--- src/rtl/eerd_pkg.sv ---
package eerd_pkg;
  localparam int ADDR_W = 16;
  localparam int DATA_W = 8;
  localparam logic [DATA_W-1:0] DEV_SEL_WR = 8'hA0;
  localparam logic [DATA_W-1:0] DEV_SEL_RD = 8'hA1;

  typedef enum logic [1:0] {OP_START, OP_STOP, OP_TX, OP_RX} eerd_op_e;

  typedef enum logic [2:0] {
    ST_IDLE, ST_START, ST_TXBIT, ST_ACK, ST_RSTART, ST_RXBIT, ST_NACK, ST_STOP
  } eerd_st_e;

  typedef struct packed {
    logic scl;
    logic oe;
    logic o;
  } eerd_pins_t;

  localparam eerd_pins_t PINS_IDLE = '{scl: 1'b1, oe: 1'b0, o: 1'b1};

  function automatic logic [1:0] last_phase(eerd_op_e op);
    case (op)
      OP_START: last_phase = 2'd3;
      OP_STOP:  last_phase = 2'd2;
      default:  last_phase = 2'd1;
    endcase
  endfunction

  // bus levels per half-bit phase of each primitive
  function automatic eerd_pins_t phase_pins(eerd_op_e op, logic [1:0] ph, logic b);
    eerd_pins_t p;
    p = PINS_IDLE;
    case (op)
      OP_START: begin
        p.oe  = 1'b1;
        p.scl = (ph == 2'd1) || (ph == 2'd2);
        p.o   = (ph < 2'd2);
      end
      OP_STOP: begin
        p.scl = (ph != 2'd0);
        p.oe  = (ph != 2'd2);   // last phase releases: pull-up makes the rise
        p.o   = (ph == 2'd2);
      end
      OP_TX: begin
        p.scl = (ph == 2'd1);
        p.oe  = 1'b1;
        p.o   = b;
      end
      default: begin
        p.scl = (ph == 2'd1);
        p.oe  = 1'b0;
        p.o   = 1'b1;
      end
    endcase
    return p;
  endfunction
endpackage

--- src/rtl/eerd_half_timer.sv ---
module eerd_half_timer #(
  parameter int HALF_CYC = 125
) (
  input  logic clk_i,
  input  logic rst_ni,
  input  logic en_i,
  output logic tick_o
);
  localparam int CW = (HALF_CYC > 1) ? $clog2(HALF_CYC) : 1;
  localparam logic [CW-1:0] LAST = CW'(HALF_CYC - 1);

  logic [CW-1:0] cnt_q;

  assign tick_o = en_i && (cnt_q == LAST);

  always_ff @(posedge clk_i or negedge rst_ni) begin
    if (!rst_ni)                cnt_q <= '0;
    else if (!en_i || tick_o)   cnt_q <= '0;
    else                        cnt_q <= cnt_q + 1'b1;
  end
endmodule

--- src/rtl/eerd_bit_phy.sv ---
module eerd_bit_phy
  import eerd_pkg::*;
#(
  parameter int HALF_CYC = 125
) (
  input  logic     clk_i,
  input  logic     rst_ni,
  input  logic     op_valid_i,
  input  eerd_op_e op_i,
  input  logic     tx_bit_i,
  input  logic     sda_i,
  output logic     op_done_o,
  output logic     rx_bit_o,
  output logic     scl_o,
  output logic     sda_oe_o,
  output logic     sda_o
);
  localparam int HW = $clog2(HALF_CYC + 1) + 1;

  logic       act_q, bit_q, done_q, rx_q, tick;
  logic [1:0] ph_q;
  eerd_op_e   op_q;
  eerd_pins_t pins_q;

  eerd_half_timer #(.HALF_CYC(HALF_CYC)) u_timer (
    .clk_i  (clk_i),
    .rst_ni (rst_ni),
    .en_i   (act_q),
    .tick_o (tick)
  );

  always_ff @(posedge clk_i or negedge rst_ni) begin
    if (!rst_ni) begin
      act_q  <= 1'b0;
      op_q   <= OP_START;
      bit_q  <= 1'b0;
      ph_q   <= 2'd0;
      pins_q <= PINS_IDLE;
      done_q <= 1'b0;
      rx_q   <= 1'b1;
    end else begin
      done_q <= 1'b0;
      if (!act_q && op_valid_i) begin
        act_q  <= 1'b1;
        op_q   <= op_i;
        bit_q  <= tx_bit_i;
        ph_q   <= 2'd0;
        pins_q <= phase_pins(op_i, 2'd0, tx_bit_i);
      end else if (tick) begin
        if (ph_q == last_phase(op_q)) begin
          act_q  <= 1'b0;
          done_q <= 1'b1;
          rx_q   <= sda_i;       // last cycle of the high phase
        end else begin
          ph_q   <= ph_q + 2'd1;
          pins_q <= phase_pins(op_q, ph_q + 2'd1, bit_q);
        end
      end
    end
  end

  assign op_done_o = done_q;
  assign rx_bit_o  = rx_q;
  assign scl_o     = pins_q.scl;
  assign sda_oe_o  = pins_q.oe;
  assign sda_o     = pins_q.o;

  // hold-time checker
  eerd_pins_t  prev_q;
  logic [HW-1:0] since_q;
  logic        chg;
  assign chg = (pins_q != prev_q);

  always_ff @(posedge clk_i or negedge rst_ni) begin
    if (!rst_ni) begin
      prev_q  <= PINS_IDLE;
      since_q <= HW'(HALF_CYC);
    end else begin
      prev_q  <= pins_q;
      if (chg)                        since_q <= HW'(1);
      else if (since_q < HW'(HALF_CYC)) since_q <= since_q + 1'b1;
    end
  end

  a_r11_min_hold: assert property (@(posedge clk_i) disable iff (!rst_ni)
    chg |-> (since_q >= HW'(HALF_CYC)));

  a_r3_data_steady_scl_high: assert property (@(posedge clk_i) disable iff (!rst_ni)
    ($past(pins_q.scl) && pins_q.scl && (op_q == OP_TX || op_q == OP_RX))
      |-> $stable({pins_q.oe, pins_q.o}));

  a_r5_rx_released: assert property (@(posedge clk_i) disable iff (!rst_ni)
    (act_q && op_q == OP_RX) |-> !pins_q.oe);

  a_r2_start_fall_scl_high: assert property (@(posedge clk_i) disable iff (!rst_ni)
    (act_q && op_q == OP_START && $fell(pins_q.o)) |-> (pins_q.scl && $past(pins_q.scl)));
endmodule

--- src/rtl/eeprom_byte_reader.sv ---
module eeprom_byte_reader
  import eerd_pkg::*;
#(
  parameter int HALF_CYC = 125
) (
  input  logic              clk_i,
  input  logic              rst_ni,
  input  logic              req_i,
  input  logic [ADDR_W-1:0] addr_i,
  output logic              busy_o,
  output logic              done_o,
  output logic              err_o,
  output logic [DATA_W-1:0] data_o,
  output logic              scl_o,
  output logic              sda_oe_o,
  output logic              sda_o,
  input  logic              sda_i
);
  localparam int BCW = $clog2(DATA_W);

  eerd_st_e          state_q;
  logic              pend_q, err_q, done_q, err_out_q;
  logic [BCW-1:0]    bit_q;
  logic [1:0]        byte_q;
  logic [DATA_W-1:0] sh_q, data_q;
  logic [ADDR_W-1:0] addr_q;

  eerd_op_e op;
  logic     op_valid, ph_done, ph_rx;

  always_comb begin
    case (state_q)
      ST_START, ST_RSTART:       op = OP_START;
      ST_TXBIT:                  op = OP_TX;
      ST_STOP:                   op = OP_STOP;
      default:                   op = OP_RX;
    endcase
  end

  assign op_valid = (state_q != ST_IDLE) && !pend_q;

  eerd_bit_phy #(.HALF_CYC(HALF_CYC)) u_phy (
    .clk_i      (clk_i),
    .rst_ni     (rst_ni),
    .op_valid_i (op_valid),
    .op_i       (op),
    .tx_bit_i   (sh_q[DATA_W-1]),
    .sda_i      (sda_i),
    .op_done_o  (ph_done),
    .rx_bit_o   (ph_rx),
    .scl_o      (scl_o),
    .sda_oe_o   (sda_oe_o),
    .sda_o      (sda_o)
  );

  always_ff @(posedge clk_i or negedge rst_ni) begin
    if (!rst_ni) begin
      state_q   <= ST_IDLE;
      pend_q    <= 1'b0;
      err_q     <= 1'b0;
      done_q    <= 1'b0;
      err_out_q <= 1'b0;
      bit_q     <= '0;
      byte_q    <= 2'd0;
      sh_q      <= '0;
      data_q    <= '0;
      addr_q    <= '0;
    end else begin
      done_q <= 1'b0;
      if (state_q == ST_IDLE) begin
        if (req_i) begin
          addr_q  <= addr_i;
          err_q   <= 1'b0;
          pend_q  <= 1'b0;
          state_q <= ST_START;
        end
      end else if (op_valid) begin
        pend_q <= 1'b1;
      end else if (ph_done) begin
        pend_q <= 1'b0;
        case (state_q)
          ST_START: begin
            sh_q    <= DEV_SEL_WR;
            byte_q  <= 2'd0;
            bit_q   <= BCW'(DATA_W - 1);
            state_q <= ST_TXBIT;
          end
          ST_TXBIT: begin
            sh_q <= {sh_q[DATA_W-2:0], 1'b0};
            if (bit_q == '0) state_q <= ST_ACK;
            else             bit_q   <= bit_q - 1'b1;
          end
          ST_ACK: begin
            bit_q <= BCW'(DATA_W - 1);
            if (ph_rx) begin
              err_q   <= 1'b1;
              state_q <= ST_STOP;
            end else begin
              case (byte_q)
                2'd0: begin sh_q <= addr_q[ADDR_W-1 -: DATA_W]; byte_q <= 2'd1; state_q <= ST_TXBIT; end
                2'd1: begin sh_q <= addr_q[DATA_W-1:0];         byte_q <= 2'd2; state_q <= ST_TXBIT; end
                2'd2: state_q <= ST_RSTART;
                default: state_q <= ST_RXBIT;
              endcase
            end
          end
          ST_RSTART: begin
            sh_q    <= DEV_SEL_RD;
            byte_q  <= 2'd3;
            bit_q   <= BCW'(DATA_W - 1);
            state_q <= ST_TXBIT;
          end
          ST_RXBIT: begin
            sh_q <= {sh_q[DATA_W-2:0], ph_rx};
            if (bit_q == '0) state_q <= ST_NACK;
            else             bit_q   <= bit_q - 1'b1;
          end
          ST_NACK: state_q <= ST_STOP;
          ST_STOP: begin
            state_q   <= ST_IDLE;
            done_q    <= 1'b1;
            err_out_q <= err_q;
            data_q    <= err_q ? '0 : sh_q;
          end
          default: state_q <= ST_IDLE;
        endcase
      end
    end
  end

  assign busy_o = (state_q != ST_IDLE);
  assign done_o = done_q;
  assign err_o  = err_out_q;
  assign data_o = data_q;

  a_r10_done_single: assert property (@(posedge clk_i) disable iff (!rst_ni)
    done_o |=> !done_o);

  a_r10_done_idle: assert property (@(posedge clk_i) disable iff (!rst_ni)
    done_o |-> !busy_o);

  a_r12_addr_frozen: assert property (@(posedge clk_i) disable iff (!rst_ni)
    (busy_o && $past(busy_o)) |-> $stable(addr_q));

  a_r6_abort_to_stop: assert property (@(posedge clk_i) disable iff (!rst_ni)
    (err_q && busy_o) |-> (state_q == ST_STOP));

  a_r9_stop_before_done: assert property (@(posedge clk_i) disable iff (!rst_ni)
    done_o |-> ($past(state_q) == ST_STOP));
endmodule

--- config.mk ---
export PLATFORM = sky130hd
export DESIGN_NAME = eeprom_byte_reader
export DESIGN_NICKNAME = d
export VERILOG_FILES = /design/src/rtl/eerd_pkg.sv /design/src/rtl/eerd_half_timer.sv /design/src/rtl/eerd_bit_phy.sv /design/src/rtl/eeprom_byte_reader.sv
export SDC_FILE = /design/constraint.sdc
export NUM_CORES = 1
export LEC_CHECK = 0
export BUFFER_PORTS_ARGS = -buffer_cell sky130_fd_sc_hd__buf_2
export CAP_MARGIN = 20
export CORE_ASPECT_RATIO = 1.1
export CORE_UTILIZATION = 25
export DETAILED_ROUTE_END_ITERATION = 8
export PLACE_DENSITY = 0.39
export SLEW_MARGIN = 20
export SYNTH_ARGS = -nofsm -noshare
export SYNTH_HDL_FRONTEND = slang
export SYNTH_SLANG_ARGS = --single-unit
export TNS_END_PERCENT = 30
--- constraint.sdc ---
create_clock -name clk_i -period 1.55 [get_ports clk_i]
set_input_delay 0.155 -clock clk_i [delete_from_list [all_inputs] [get_ports clk_i]]
set_output_delay 0.155 -clock clk_i [all_outputs]
set_load 0.02 [all_outputs]
==> results.tsv <==
metric	value	unit
status	finished with violations	
violated checks	negative setup slack	
GRT Residual Overflow	0	
sequential area share after synthesis	48.7	%
Post-synth EDFFs	0	
Post-Syn Instances	336	
GR Util All Layers	13.3	%
vias in the first global route	2616	
met3 WL	151	um
Initial DRC Count	113	
min Tclk post-route	1.65	ns
relative slew slack	69.1	%
Multi-input gate area	0.00155	mm^2
crit path DAT	1.86	ns
asr flop ratio synth	100	%
clock buffer depth	2	
min-delay worst type	input port to flop	
antenna-violating nets left	0	
antenna diode count	0	
Sequential cell area	0.00156	mm^2
max-slew violation count	0	
first-pass GRT wire length	13100	um
core area	0.0122	mm^2
initial antenna violation count	0	
initial cell density of the core	26.1	%
DIE HEIGHT	121	um
num rows	42	
Setup TNS	-0.211	ns
layout cells sized above 1	32.5	%
count of different cell masters after synthesis	55	
area growth from synthesis to layout	32.5	%
Syn Area/Cell	9.51	um^2
flops & latches, synth	62	
filler cell count	1292	
final WL	7700	um
Num CTS Buffers	9	
Synth Flop Type	dfrtp_1	
Placer Congestion	0.778	
CTS tree	done	
Final Hold Viols	0	
Critical Path Source Type	flop	
critical path peak fanout	6	
Synth Cell Area	0.00319	mm^2
top sig layer	met4	
via count	2597	
Via density	4.54	
critical path class	flop to flop	
hpwl dp	5690	um
Reg clk slew, reported paths	0.05	ns
# clock sinks	62	
First-pass DRT Iterations	4	
Pleak	1.97	nW
# DRC	0	
RSZ-0062 raised after global routing	yes	
largest net degree at the start of global routing	53	
WL/cell	13.5	um
Worst Setup Slack, final	-0.0969	ns
fmax	607	MHz
Slew @ Worst Pin	0.461	ns
CP Capture Type	flop	
input/output buffers	33	
pwr dens	831	mW/mm^2
worst skew pair latency	0.33	ns
chip width	110	um
# IOs	34	
worst IR drop on VDD	0.000437	V
MaxCap Viol Count	0	
clock root cell	clkbuf_16	
WP data required	1.77	ns
Met2 Wirelength	3820	um
CTS HTree Levels	3	
Met1 Routed Length	3600	um
Synthesis Warnings	0	
final setup fails	7	
DIE AREA	0.0132	mm^2
worst clock skew	0.00506	ns
Nets	441	
Min Hold Slack	0.0146	ns
Mapped Nets	363	
final worst-path cycle share	106	%
[area by class of cell]
class | instances | area share (%)
Tap cell | 154 | 4.55
Inverter | 12 | 1.06
Sequential cell | 62 | 36.8
Multi-Input combinational cell | 245 | 36.6
Clock buffer | 14 | 6.24
Timing Repair Buffer | 84 | 14.6
Clock inverter | 1 | 0.118
[where the power goes]
group          total, mW  switching, mW  internal (mW)  leakage [nW]
clock network       1.83          0.672           1.16         0.133
logic             0.0640         0.0395         0.0245         0.999
registers           1.62              0           1.62         0.840
total               3.52          0.712           2.80          1.97
[worst max-delay path: stages (launching register included)]
cell	delay, ns
dfrtp_1	0.34
inv_1	0.05
ha_2	0.19
ha_4	0.16
a21o_1	0.17
a221oi_4	0.40
nand3_1	0.12
o21a_1	0.11
[through the flow]
stage	std cells	worst slack (ns)	total power [mW]	area [um^2]	utilization, %
after floorplan	336	-0.00255	1.65	3210	-
after global placement	552	-0.0800	1.71	3850	31.4
after detailed placement	552	-0.117	1.71	3850	31.4
after CTS	568	-0.101	3.60	4160	34.0
after global routing	572	-0.190	3.67	4230	34.6
final	572	-0.0969	3.52	4230	34.6
[per-layer routing]
metal	vias up	GRT usage, %
li1	1314	-
met1	1245	16.9
met2	30	21.0
met3	8	2.64
met4	0	6.75
met5	-	0
[sequential cells by signal, indices dropped and copies added (netlist names), 2 cells and up]
register,flops
data_o,8
u_phy.op_q,2
byte_q,2
state_q,3
u_phy.ph_q,2
sh_q,8
u_phy.u_timer.cnt_q,7
addr_q,16
bit_q,3
[cell families after synthesis]
family / Yosys count / synth area share (%)
compound gates: 69 / 14.6
xor+xnor: 7 / 1.92
fa+ha+maj: 7 / 2.74
buf+inv: 29 / 4.97
flops: 62 / 48.7
mux: 14 / 4.86
simple gates: 148 / 22.2
[placed cells by master (no fill, tap or decap), types with 2 or more instances in the layout]
master     count
nor3_1         2
dfrtp_1       58
xnor2_1        2
o21ai_0       24
buf_4         43
nand4_1        3
o21ai_1        2
a21oi_1       11
mux2i_2        4
buf_12         4
inv_1         11
mux2_4         2
clkbuf_16      9
a22o_2         6
o22ai_1        3
nand2_1       67
a31oi_1        4
nand3_1       10
o2111ai_1      2
nand2_2        2
nand2b_1      14
buf_2         32
mux2i_1        4
nand3b_1       3
o2bb2ai_1      6
nor2_2         2
nor2b_1        2
buf_6          4
nor2_1        24
clkbuf_8       2
dfstp_2        3
clkbuf_1       3
xor2_1         5
ha_1           5
and3_1         4
mux2_2         4
[cell usage after synthesis (2+ instances only)]
master / instances / area [um^2]
nand2_1: 68 / 255
nand2b_1: 14 / 87.6
o21ai_1: 2 / 10.0
xnor2_1: 2 / 17.5
nor2b_1: 3 / 18.8
nand3b_1: 3 / 22.5
mux2i_1: 8 / 80.1
o21ai_0: 24 / 120
a31oi_1: 4 / 25.0
buf_2: 6 / 30.0
o2bb2ai_1: 6 / 52.6
buf_6: 4 / 45.0
ha_1: 7 / 87.6
dfstp_2: 3 / 78.8
nand3_1: 10 / 50.1
nor2_1: 26 / 97.6
o22ai_1: 3 / 18.8
xor2_1: 5 / 43.8
mux2_4: 2 / 30.0
inv_1: 12 / 45.0
mux2_2: 4 / 45.0
nand4_1: 3 / 18.8
clkbuf_1: 2 / 7.51
buf_4: 3 / 22.5
dfrtp_1: 59 / 1480
o2111ai_1: 2 / 17.5
and4_1: 2 / 17.5
a21oi_1: 12 / 60.1
nor3_1: 3 / 15.0
and3_1: 4 / 25.0
a22o_2: 6 / 60.1
[timing repair]
action | in CTS | in global routing
hold buffers | 1 | 0
pin swaps | 1 | 7
hold endpoints to repair | 10 | 0
buffers inserted | 0 | 4
resized for setup | 8 | 13
setup endpoints to repair | 16 | 18
[final timing paths]
check,startpoint,end,slack [ns],cells after the start
setup reg to reg,bit_q[1],bit_q[0],-0.1,7
hold reg to reg,addr_q[10],addr_q[10],0.47,2
max in group asynchronous,rst_ni,u_phy.rx_bit_o,0.69,3
min in group asynchronous,rst_ni,data_o[1],0.24,2
setup / recovery,bit_q[1],bit_q[0],-0.1,7
hold / removal,addr_i[0],addr_q[0],0.01,3
Power figures use the tool's default switching activity.
